<file path="config.mk">
export PLATFORM = sky130hd
export DESIGN_NAME = discard_timeout_log
export DESIGN_NICKNAME = d
export VERILOG_FILES = /design/src/rtl/discard_timeout_log.sv
export SDC_FILE = /design/constraint.sdc
export NUM_CORES = 1
export LEC_CHECK = 0
export BUFFER_PORTS_ARGS = -buffer_cell sky130_fd_sc_hd__clkbuf_2
export CORE_MARGIN = 2
export CORE_UTILIZATION = 40
export DETAILED_ROUTE_END_ITERATION = 8
export PLACE_DENSITY = 0.73
export SYNTH_ARGS = -nofsm -noshare
export SYNTH_HDL_FRONTEND = slang
export SYNTH_SLANG_ARGS = --single-unit
export TNS_END_PERCENT = 50
</file>
<file path="constraint.sdc">
create_clock -name clk -period 3.8 [get_ports clk]
set_clock_uncertainty 0.05 [all_clocks]
set_input_delay 0.38 -clock clk [delete_from_list [all_inputs] [get_ports clk]]
set_output_delay 0.38 -clock clk [all_outputs]
set_load 0.005 [all_outputs]
</file>
<file path="src/rtl/discard_timeout_log.sv">
module discard_timeout_log #(
  parameter int CNT_W  = 8,
  parameter int N_TYPE = 3
) (
  input  logic                      clk,
  input  logic                      rst_n,
  input  logic                      hot_rst,
  input  logic [N_TYPE-1:0]         drop_evt,
  input  logic                      reg_wr,
  input  logic [1:0]                reg_addr,
  input  logic [N_TYPE*CNT_W-1:0]   reg_wdata,
  output logic [N_TYPE*CNT_W-1:0]   reg_rdata,
  output logic                      rpt_corr,
  output logic                      rpt_nonfatal,
  output logic                      rpt_fatal
);
  localparam int RW = N_TYPE*CNT_W;
  localparam logic [CNT_W-1:0] CMAX = '1;

  logic [N_TYPE-1:0]   sts_q;
  logic [CNT_W-1:0]    cnt_q [N_TYPE];
  logic [2*N_TYPE-1:0] ctl_q;
  logic [2:0]          rpt_q;
  logic [2:0]          sev;

  wire wr_sts = reg_wr && (reg_addr == 2'd0);
  wire wr_cnt = reg_wr && (reg_addr == 2'd1);
  wire wr_ctl = reg_wr && (reg_addr == 2'd2);
  wire [N_TYPE-1:0] rise = drop_evt & ~sts_q;
  wire [N_TYPE-1:0] clr  = wr_sts ? reg_wdata[N_TYPE-1:0] : '0;

  always_ff @(posedge clk or negedge rst_n)
    if (!rst_n) sts_q <= '0;
    else        sts_q <= (sts_q & ~clr) | drop_evt;

  for (genvar g = 0; g < N_TYPE; g++) begin : g_cnt
    always_ff @(posedge clk or negedge rst_n)
      if (!rst_n)
        cnt_q[g] <= '0;
      else if (drop_evt[g]) begin
        if (cnt_q[g] != CMAX) cnt_q[g] <= cnt_q[g] + 1'b1;
      end else if (wr_cnt && reg_wdata[g*CNT_W +: CNT_W] == '0)
        cnt_q[g] <= '0;
  end

  always_ff @(posedge clk or negedge rst_n)
    if (!rst_n)      ctl_q <= '0;
    else if (wr_ctl) ctl_q <= reg_wdata[2*N_TYPE-1:0];

  always_comb begin
    sev = '0;
    for (int i = 0; i < N_TYPE; i++)
      if (rise[i] && ctl_q[2*i +: 2] != 2'b00)
        sev[ctl_q[2*i +: 2] - 2'd1] = 1'b1;
  end

  always_ff @(posedge clk or negedge rst_n)
    if (!rst_n) rpt_q <= '0;
    else        rpt_q <= hot_rst ? 3'b000 : sev;

  assign rpt_corr     = rpt_q[0];
  assign rpt_nonfatal = rpt_q[1];
  assign rpt_fatal    = rpt_q[2];

  always_comb begin
    reg_rdata = '0;
    case (reg_addr)
      2'd0: reg_rdata[N_TYPE-1:0] = sts_q;
      2'd1: for (int i = 0; i < N_TYPE; i++) reg_rdata[i*CNT_W +: CNT_W] = cnt_q[i];
      2'd2: reg_rdata[2*N_TYPE-1:0] = ctl_q;
      default: reg_rdata = {RW{1'b0}};
    endcase
  end
endmodule


</file>
==> reports/metrics.yaml, run 1 <==
cts.path.max_buffers: 2
synth_edf_count: 0
end_kind: "register"
synth_most_common_cell: "dfrtp_1"
path_clk_slew_ns: 0.07
track_usage: 0.170
synth.area.top_cells: "dfrtp_1 41%, and2_1 5.7%, nand3_1 5.3%"
dieArea_mm2: 0.00605
vias: 1918
grt_remaining_overflow: 0
ant_nets: 0
drc: 0
powerDensity_mw_per_mm2: 463
antenna_found_initial: 0
reg2reg_slack_ns: 1.84
grt_max_degree: 37
post_cts_buffers: 0
r2r_cells: 5
syn_area_per_cell_um2: 9.64
ys.flop_type: "dfrtp_1"
status: "finished clean"
cap_viol_max_count: 0
slew_violations: 0
numCtsBuffers: 5
reg2reg_to: "cnt_q[7]"
fp.dieW_um: 77.8
htree_levels: 2
tns_ns: 0
setup_viol: 0
grt_setup_unrepaired: "false"
wl_per_cell_um: 13.9
async_flop_share: 1.00
cts_hold_buf: 0
ys_ff_latch: 36
ctsResizeCount: 0
areaGrowthSynthToFinish_pct: 20.6
crit_required_ns: 3.92
io_pins: 60
leakage_nw: 1.23
fp-row-count: 26
hpwlAfterDp_mm: 3.70
synth_area_mm2: 0.00218
startpoint_type: "input pin"
first_global_vias: 1808
vdd_drop_max_mv: 0.237
start_util: 0.421
die_h_um: 77.8
min_path_type: "input pin to async pin"
diodes: 0
drive_gt1_frac: 0.285
synth_top_cell_area_share: 0.414
power_mw: 1.22
arrival_ns: 2.23
core_mm2: 0.00517
clk-insertion-delay-late_ns: 0.29
fin_crit_sh: 0.553
viasPerCell: 5.42
port_buffers: 59
initialDrtViolationCount: 113
synthTopCellsByCount: "36 x dfrtp_1, 23 x nand3_1, 20 x and2_1"
firstDrtPassIters: 5
reg2reg_from: "cnt_q[0]"
path_max_fanout: 25
yosysWarnings: 0
relSlewSlack: 0.414
fin_nets: 323
grt_pass1_wl_mm: 8.22
cts_root_buffer: "clkbuf_8"
clock.fmax_mhz: 476
cts_tree: "done"
synth_cells: 226
synth_fp_nets: 266
wl_mm: 4.94
finalHoldViolCount: 0
worstMarginPinSlew_ns: 0.879
seq_area_frac_synth: 0.414
gp_congestion: 0.820
synth.distinct_cells: 43
fin_crit_ns: 2.10
clock-sinks: 36
worstSetupPathType: "input pin to register"
yosys.area.top_type: "dfrtp_1"
## worst max path at each step
stage                           start   endpoint  slack (ns)  cells past startpoint
after global routing      reg_addr[1]   cnt_q[7]        1.53                      7
after floorplan           reg_addr[1]  cnt_q[21]        2.09                      7
after global placement    reg_addr[1]  cnt_q[21]        1.45                      7
after detailed placement  reg_addr[1]   cnt_q[7]        1.39                      7
final                     reg_addr[1]   cnt_q[7]        1.70                      7
after CTS                 reg_addr[1]   cnt_q[7]        1.68                      7
## worst max-delay path, stage by stage
cell,delay [ns]
clkbuf_2,0.10
inv_1,0.07
ha_1,0.64
and2_4,0.32
nand4_2,0.16
and2_1,0.25
a211o_1,0.30
## where the power goes
group | internal, mW | leakage, nW | switching, mW | total [mW]
Combinational | 0.152 | 0.721 | 0.119 | 0.271
Clock | 0.194 | 0.0541 | 0.144 | 0.338
Sequential | 0.469 | 0.454 | 0.140 | 0.609
## metal layers
| layer | GRT usage | vias to the layer above | share of wire |
|---|---|---|---|
| li1 | - | 944 | - |
| met1 | 0.217 | 923 | 0.47 |
| met2 | 0.281 | 46 | 0.48 |
| met3 | 0.0372 | 5 | 0.039 |
| met4 | 0.0607 | 0 | 0.013 |
| met5 | 0 | - | 0 |
## layout by cell type (no fill, tap or decap), types with 4 or more instances in the layout
| cell type | n |
|---|---|
| and3_1 | 4 |
| nor2b_1 | 5 |
| nor3_1 | 8 |
| clkbuf_2 | 59 |
| ha_1 | 7 |
| clkbuf_8 | 5 |
| dfrtp_1 | 36 |
| nor2_1 | 9 |
| a211o_1 | 4 |
| nand3b_1 | 6 |
| inv_1 | 4 |
| mux2_2 | 6 |
| o21ai_0 | 7 |
| nand2_1 | 19 |
| and2_1 | 20 |
| nand3_1 | 23 |
| a22o_1 | 9 |
| xnor2_1 | 4 |
## layout make-up
class,instances,area [um2]
Sequential cell,36,901
Fill cell,510,2540
Multi-Input combinational cell,177,1220
Tap cell,70,87.6
Inverter,4,15.0
Clock inverter,3,42.5
Clock buffer,5,68.8
Timing Repair Buffer,59,295
## cells by family after synthesis
family	count (synthesis)	share of synthesized area
AND/OR/NAND/NOR	110	0.289
multiplexers	7	0.0362
buffers and inverters	13	0.0276
XOR/XNOR	7	0.0281
flip-flops	36	0.414
adder cells (fa/ha/maj)	7	0.0402
AO/OA/AOI/OAI	46	0.165
## registers in the layout, indices dropped and copies added, names as in the netlist
signal  cells
cnt_q      24
ctl_q       6
rpt_q       3
sts_q       3
## through the flow
stage,area [um2],hold slack [ns],setup WS (ns),std cells,utilization
after floorplan,2180,0.0344,2.09,226,-
after global placement,2520,0.449,1.45,346,0.486
after detailed placement,2520,0.458,1.39,346,0.486
after CTS,2630,0.184,1.68,354,0.508
after global routing,2630,0.216,1.53,354,0.508
final,2630,0.147,1.70,354,0.508
No activity file was read; power rests on OpenSTA's default activity.
==> inputs of run 2 (changes only) <==
--- a/config.mk
+++ b/config.mk
@@ -5,11 +5,12 @@
 export SDC_FILE = /design/constraint.sdc
 export NUM_CORES = 1
 export LEC_CHECK = 0
+export ABC_AREA = 1
 export BUFFER_PORTS_ARGS = -buffer_cell sky130_fd_sc_hd__clkbuf_2
 export CORE_MARGIN = 2
 export CORE_UTILIZATION = 40
 export DETAILED_ROUTE_END_ITERATION = 8
-export PLACE_DENSITY = 0.73
+export PLACE_DENSITY = 0.72
 export SYNTH_ARGS = -nofsm -noshare
 export SYNTH_HDL_FRONTEND = slang
 export SYNTH_SLANG_ARGS = --single-unit
==> constraint.sdc (replaced) <==
create_clock -name clk -period 2.05 [get_ports clk]
set_clock_uncertainty 0.05 [all_clocks]
set_input_delay 0.205 -clock clk [delete_from_list [all_inputs] [get_ports clk]]
set_output_delay 0.205 -clock clk [all_outputs]
set_load 0.005 [all_outputs]
==> run 2 against run 1 <==
Clock-buffer cell count is 2 higher; via count is 26% higher; sequential share of layout area is 3.7 points lower; combinational power is 90% higher; sequential power is 69% higher; highest routed layer unchanged.
==> reports/metrics.yaml, run 2 <==
seq_area_um2: 901
vdd_drop_max_mv: 0.328
dieArea_mm2: 0.00687
syn_area_per_cell_um2: 6.71
port_buffers: 59
synth.distinct_cells: 29
tns_ns: 0
synth_most_common_cell: "nand2_1"
antenna_found_initial: 0
clock-sinks: 36
fin_crit_ns: 1.49
async_flop_share: 1.00
ys.flop_type: "dfrtp_1"
relSlewSlack: 0.689
synth_top_cell_area_share: 0.362
fp-row-count: 28
viasPerCell: 4.78
mostFrequentLayoutCells: "119 x nand2_1, 66 x inv_1, 59 x clkbuf_2"
wl_per_cell_um: 11.4
end_kind: "primary output"
power_mw: 2.09
path_max_fanout: 24
largest_reg_flops: 24
grt_remaining_overflow: 0
htree_levels: 2
cts_tree: "done"
yosys.area.top_type: "dfrtp_1"
fillerInstances: 627
crit_required_ns: 1.79
slew_violations: 0
worstMarginPinSlew_ns: 0.466
synthTopCellsByCount: "119 x nand2_1, 66 x inv_1, 36 x dfrtp_1"
worstSetupPathType: "input pin to primary output"
hpwlAfterDp_mm: 4.34
cap_viol_max_count: 0
wl_mm: 5.74
ant_nets: 0
drc: 0
grt_pass1_wl_mm: 10.4
grt_setup_unrepaired: "false"
powerDensity_mw_per_mm2: 710
multi_input_area_mm2: 0.00126
ctsResizeCount: 0
io_pins: 60
path_clk_slew_ns: 0.07
numCtsBuffers: 5
track_usage: 0.177
synth_cells: 371
fp.dieW_um: 82.9
finalHoldViolCount: 0
fin_nets: 469
startpoint_type: "input pin"
grt_max_degree: 37
gp_congestion: 0.846
initialDrtViolationCount: 112
arrival_ns: 1.23
vias: 2408
die_h_um: 82.9
synth_fp_nets: 411
cts.path.max_buffers: 2
layout_commonest_cell: "nand2_1"
core_mm2: 0.00596
fin_crit_sh: 0.725
cts_root_buffer: "clkbuf_8"
synth_area_mm2: 0.00249
synth.area.top_cells: "dfrtp_1 36%, nand2_1 18%, inv_1 9.9%"
drive_gt1_frac: 0.224
areaGrowthSynthToFinish_pct: 18.4
setup_viol: 0
firstDrtPassIters: 4
synth_edf_count: 0
largest_register: "cnt_q"
top_regs: "cnt_q: 24 flops, ctl_q: 6 flops"
diodes: 0
ys_ff_latch: 36
clk-insertion-delay-late_ns: 0.28
status: "finished clean"
clock.fmax_mhz: 673
yosysWarnings: 0
first_global_vias: 2363
seq_area_frac_synth: 0.362
start_util: 0.418
leakage_nw: 1.74
min_path_type: "input pin to register"
## run 2: cell types whose count changed in the layout (fill, tap and decap cells not counted), sizes merged, moves of 5 or more
cell and delta:
a21oi +6, nand3 +10, o21ai +17, a22o -9, nand2 +108, nand3b -5
and2 -20, nand4 +7, mux2 -6, nor2 +13, nor2b -5, inv +68
## run 2: cell families after synthesis
kind of cell | count (synthesis) | synth area share
simple gates | 205 | 0.387
buf+inv | 85 | 0.133
flops | 36 | 0.362
mux | 1 | 0.00452
xor+xnor | 1 | 0.00352
compound gates | 36 | 0.0753
fa+ha+maj | 7 | 0.0352
## run 2: repair_timing
action | in CTS | in global routing
buffers inserted | 0 | 0
endpoints found under the hold margin | 36 | 0
hold buffers | 1 | 0
## run 2: layout make-up
class / count / share of cell area
multi-input combinational: 250 / 0.427
sequential: 36 / 0.305
timing repair buffer: 62 / 0.109
inverter: 74 / 0.0946
clock buffer: 7 / 0.0327
tap: 75 / 0.0318
## run 2: per-stage QoR
stage               cell area (um2)  setup slack, ns  utilization  cells  hold WS, ns
finish                         2950            0.565        0.495    504       0.0408
global route                   2950            0.402        0.495    504       0.0528
floorplan                      2490            0.754            -    371       -0.141
CTS                            2950            0.553        0.495    504       0.0406
global placement               2840            0.600        0.477    496        0.227
detailed placement             2840            0.561        0.477    496        0.232
## run 2: worst paths after layout
| path | end | cells after the start | slack, ns | start |
|---|---|---|---|---|
| min reg2reg | cnt_q[9] | 2 | 0.48 | cnt_q[9] |
| min in group asynchronous | cnt_q[0] | 3 | 0.44 | rst_n |
| max | reg_rdata[3] | 7 | 0.56 | reg_addr[1] |
| max reg2reg | cnt_q[3] | 8 | 0.58 | cnt_q[1] |
| min | rpt_q[1] | 2 | 0.04 | hot_rst |
| max in group asynchronous | cnt_q[10] | 3 | 1.17 | rst_n |
## run 2: routing by layer
metal / up-vias / track usage / wire [um]
met5: - / 0 / 0
met1: 1066 / 0.242 / 2730
li1: 1259 / - / -
met4: 0 / 0.0477 / 53
met2: 77 / 0.288 / 2610
met3: 6 / 0.0308 / 343
## run 2: power breakdown
group	total, mW	switching (mW)	internal, mW
Clock	0.547	0.248	0.299
Combinational	0.516	0.307	0.208
Sequential	1.03	0.190	0.840
Total	2.09	0.745	1.35
## run 2: worst max-delay path, cell delays in order
cell and delay [ns]:
clkbuf_2 0.10, inv_1 0.08, ha_1 0.18, buf_4 0.28, nand2_1 0.09, a21oi_1 0.15
clkbuf_2 0.13
==> inputs of run 3 (changes only) <==
--- a/config.mk
+++ b/config.mk
@@ -5,12 +5,12 @@
 export SDC_FILE = /design/constraint.sdc
 export NUM_CORES = 1
 export LEC_CHECK = 0
-export ABC_AREA = 1
+export ABC_AREA = 0
 export BUFFER_PORTS_ARGS = -buffer_cell sky130_fd_sc_hd__clkbuf_2
 export CORE_MARGIN = 2
 export CORE_UTILIZATION = 40
 export DETAILED_ROUTE_END_ITERATION = 8
-export PLACE_DENSITY = 0.72
+export PLACE_DENSITY = 0.75
 export SYNTH_ARGS = -nofsm -noshare
 export SYNTH_HDL_FRONTEND = slang
 export SYNTH_SLANG_ARGS = --single-unit
==> constraint.sdc (replaced) <==
create_clock -name clk -period 1.2 [get_ports clk]
set_clock_uncertainty 0.05 [all_clocks]
set_input_delay 0.12 -clock clk [delete_from_list [all_inputs] [get_ports clk]]
set_output_delay 0.12 -clock clk [all_outputs]
set_load 0.005 [all_outputs]
==> run 3 against run 2 <==
The flow now finishes with violations (setup timing); non-clock buffer count is 77 higher; power increased by 130%; sequential power rose by 76%; clock power increased by 76%; worst setup slack got worse by 0.91 ns; critical path type is now register to primary output; largest power group is now combinational cells.
==> reports/metrics.yaml, run 3 (synthesis gave the netlist of run 1 again) <==
hpwlAfterDp_mm: 4.73
startpoint_type: "register"
die_h_um: 77.8
io_pins: 60
diodes: 0
status: "finished, violations left"
failed_checks: "setup timing"
drive_gt1_frac: 0.548
wl_per_cell_um: 15.5
cts_root_buffer: "clkbuf_8"
cap_viol_max_count: 0
ant_nets: 0
clk-insertion-delay-late_ns: 0.30
worstSetupPathType: "register to primary output"
firstDrtPassIters: 6
gp_congestion: 0.835
path_max_fanout: 2
crit_required_ns: 1.03
path_buf_inv: 2
drc: 0
grt_pass1_wl_mm: 11.0
initialDrtViolationCount: 158
htree_levels: 2
largest_reg_flops: 24
worstMarginPinSlew_ns: 0.408
antenna_found_initial: 0
slew_violations: 0
fp.dieW_um: 77.8
mostFrequentLayoutCells: "58 x clkbuf_2, 49 x buf_4, 32 x dfrtp_1"
fin_nets: 403
clock.fmax_mhz: 646
cts.path.max_buffers: 2
fin_crit_ns: 1.55
fillerInstances: 375
start_util: 0.421
top_regs: "cnt_q: 24 flops, ctl_q: 6 flops"
track_usage: 0.229
viasPerCell: 5.38
first_global_vias: 2464
setup_viol: 46
vias: 2329
grt_max_degree: 25
layout_commonest_cell: "clkbuf_2"
final_cells: 433
whs_ns: 0.0351
arrival_ns: 1.38
dieArea_mm2: 0.00605
fin_crit_sh: 1.29
dp_cells: 412
cts_tree: "done"
leakage_nw: 1.69
finalHoldViolCount: 0
areaGrowthSynthToFinish_pct: 60.8
design_area_mm2: 0.00350
port_buffers: 59
wl_mm: 6.73
largest_register: "cnt_q"
end_kind: "primary output"
vdd_drop_max_mv: 0.775
reg2reg_slack_ns: -0.34
slowest_stage: "dfrtp_1"
min_path_type: "input pin to register"
place_area_mm2: 0.00306
core_mm2: 0.00517
grt_setup_unrepaired: "true"
relSlewSlack: 0.728
grt_remaining_overflow: 0
clock-sinks: 36
crit_chain: "buf_6 > a222oi_1 > nor2_1 > clkbuf_2"
path_delay_family: "flip-flops"
fp-row-count: 26
path_clk_slew_ns: 0.07
powerDensity_mw_per_mm2: 1400
slowest_delay_ns: 0.40
seq_area_um2: 906
setup_slack_ns: -0.348
multi_input_area_mm2: 0.00137
numCtsBuffers: 5
## run 3: what timing repair did
action / 4_1_cts / 5_1_grt
hold buffers: 2 / 0
buffers inserted: 7 / 4
endpoints found under the hold margin: 39 / 0
gates cloned: 1 / 0
pin swaps: 18 / 11
setup endpoints to repair: 48 / 49
gates resized for setup: 50 / 20
## run 3: report_power, final
part / internal [mW] / total (mW) / switching [mW]
sequential: 1.50 / 1.81 / 0.309
combinational: 1.27 / 2.12 / 0.848
clock: 0.512 / 0.964 / 0.452
total: 3.28 / 4.89 / 1.61
## run 3: worst paths after layout
check	start	end	depth (start not counted)
max	cnt_q[18]	reg_rdata[2]	4
min	reg_wdata[3]	ctl_q[3]	2
max reg2reg	cnt_q[9]	cnt_q[8]	5
min reg2reg	sts_q[1]	sts_q[1]	2
max in group asynchronous	rst_n	cnt_q[3]	3
min in group asynchronous	rst_n	ctl_q[5]	2
## run 3: cell type report
type,instances,area share
flip-flops and latches,36,0.259
well taps,70,0.0250
clock buffers,7,0.0275
inverters,4,0.00429
repair buffers,139,0.293
multi-input cells,177,0.391
## run 3: routing by layer
metal	global-route usage	wire length [um]
met1	0.249	2660
met2	0.429	3650
met3	0.0419	273
met4	0.0964	151
met5	0	0
## run 3: through the flow
stage	power, mW	TNS, ns	setup WS, ns	util
6_report	4.89	-7.46	-0.348	0.677
5_1_grt	5.14	-9.64	-0.410	0.677
4_1_cts	4.70	-6.99	-0.381	0.657
3_3_place_gp	3.32	-5.59	-0.271	0.591
3_5_place_dp	3.40	-6.90	-0.328	0.591
2_1_floorplan	2.49	-4.65	-0.302	-
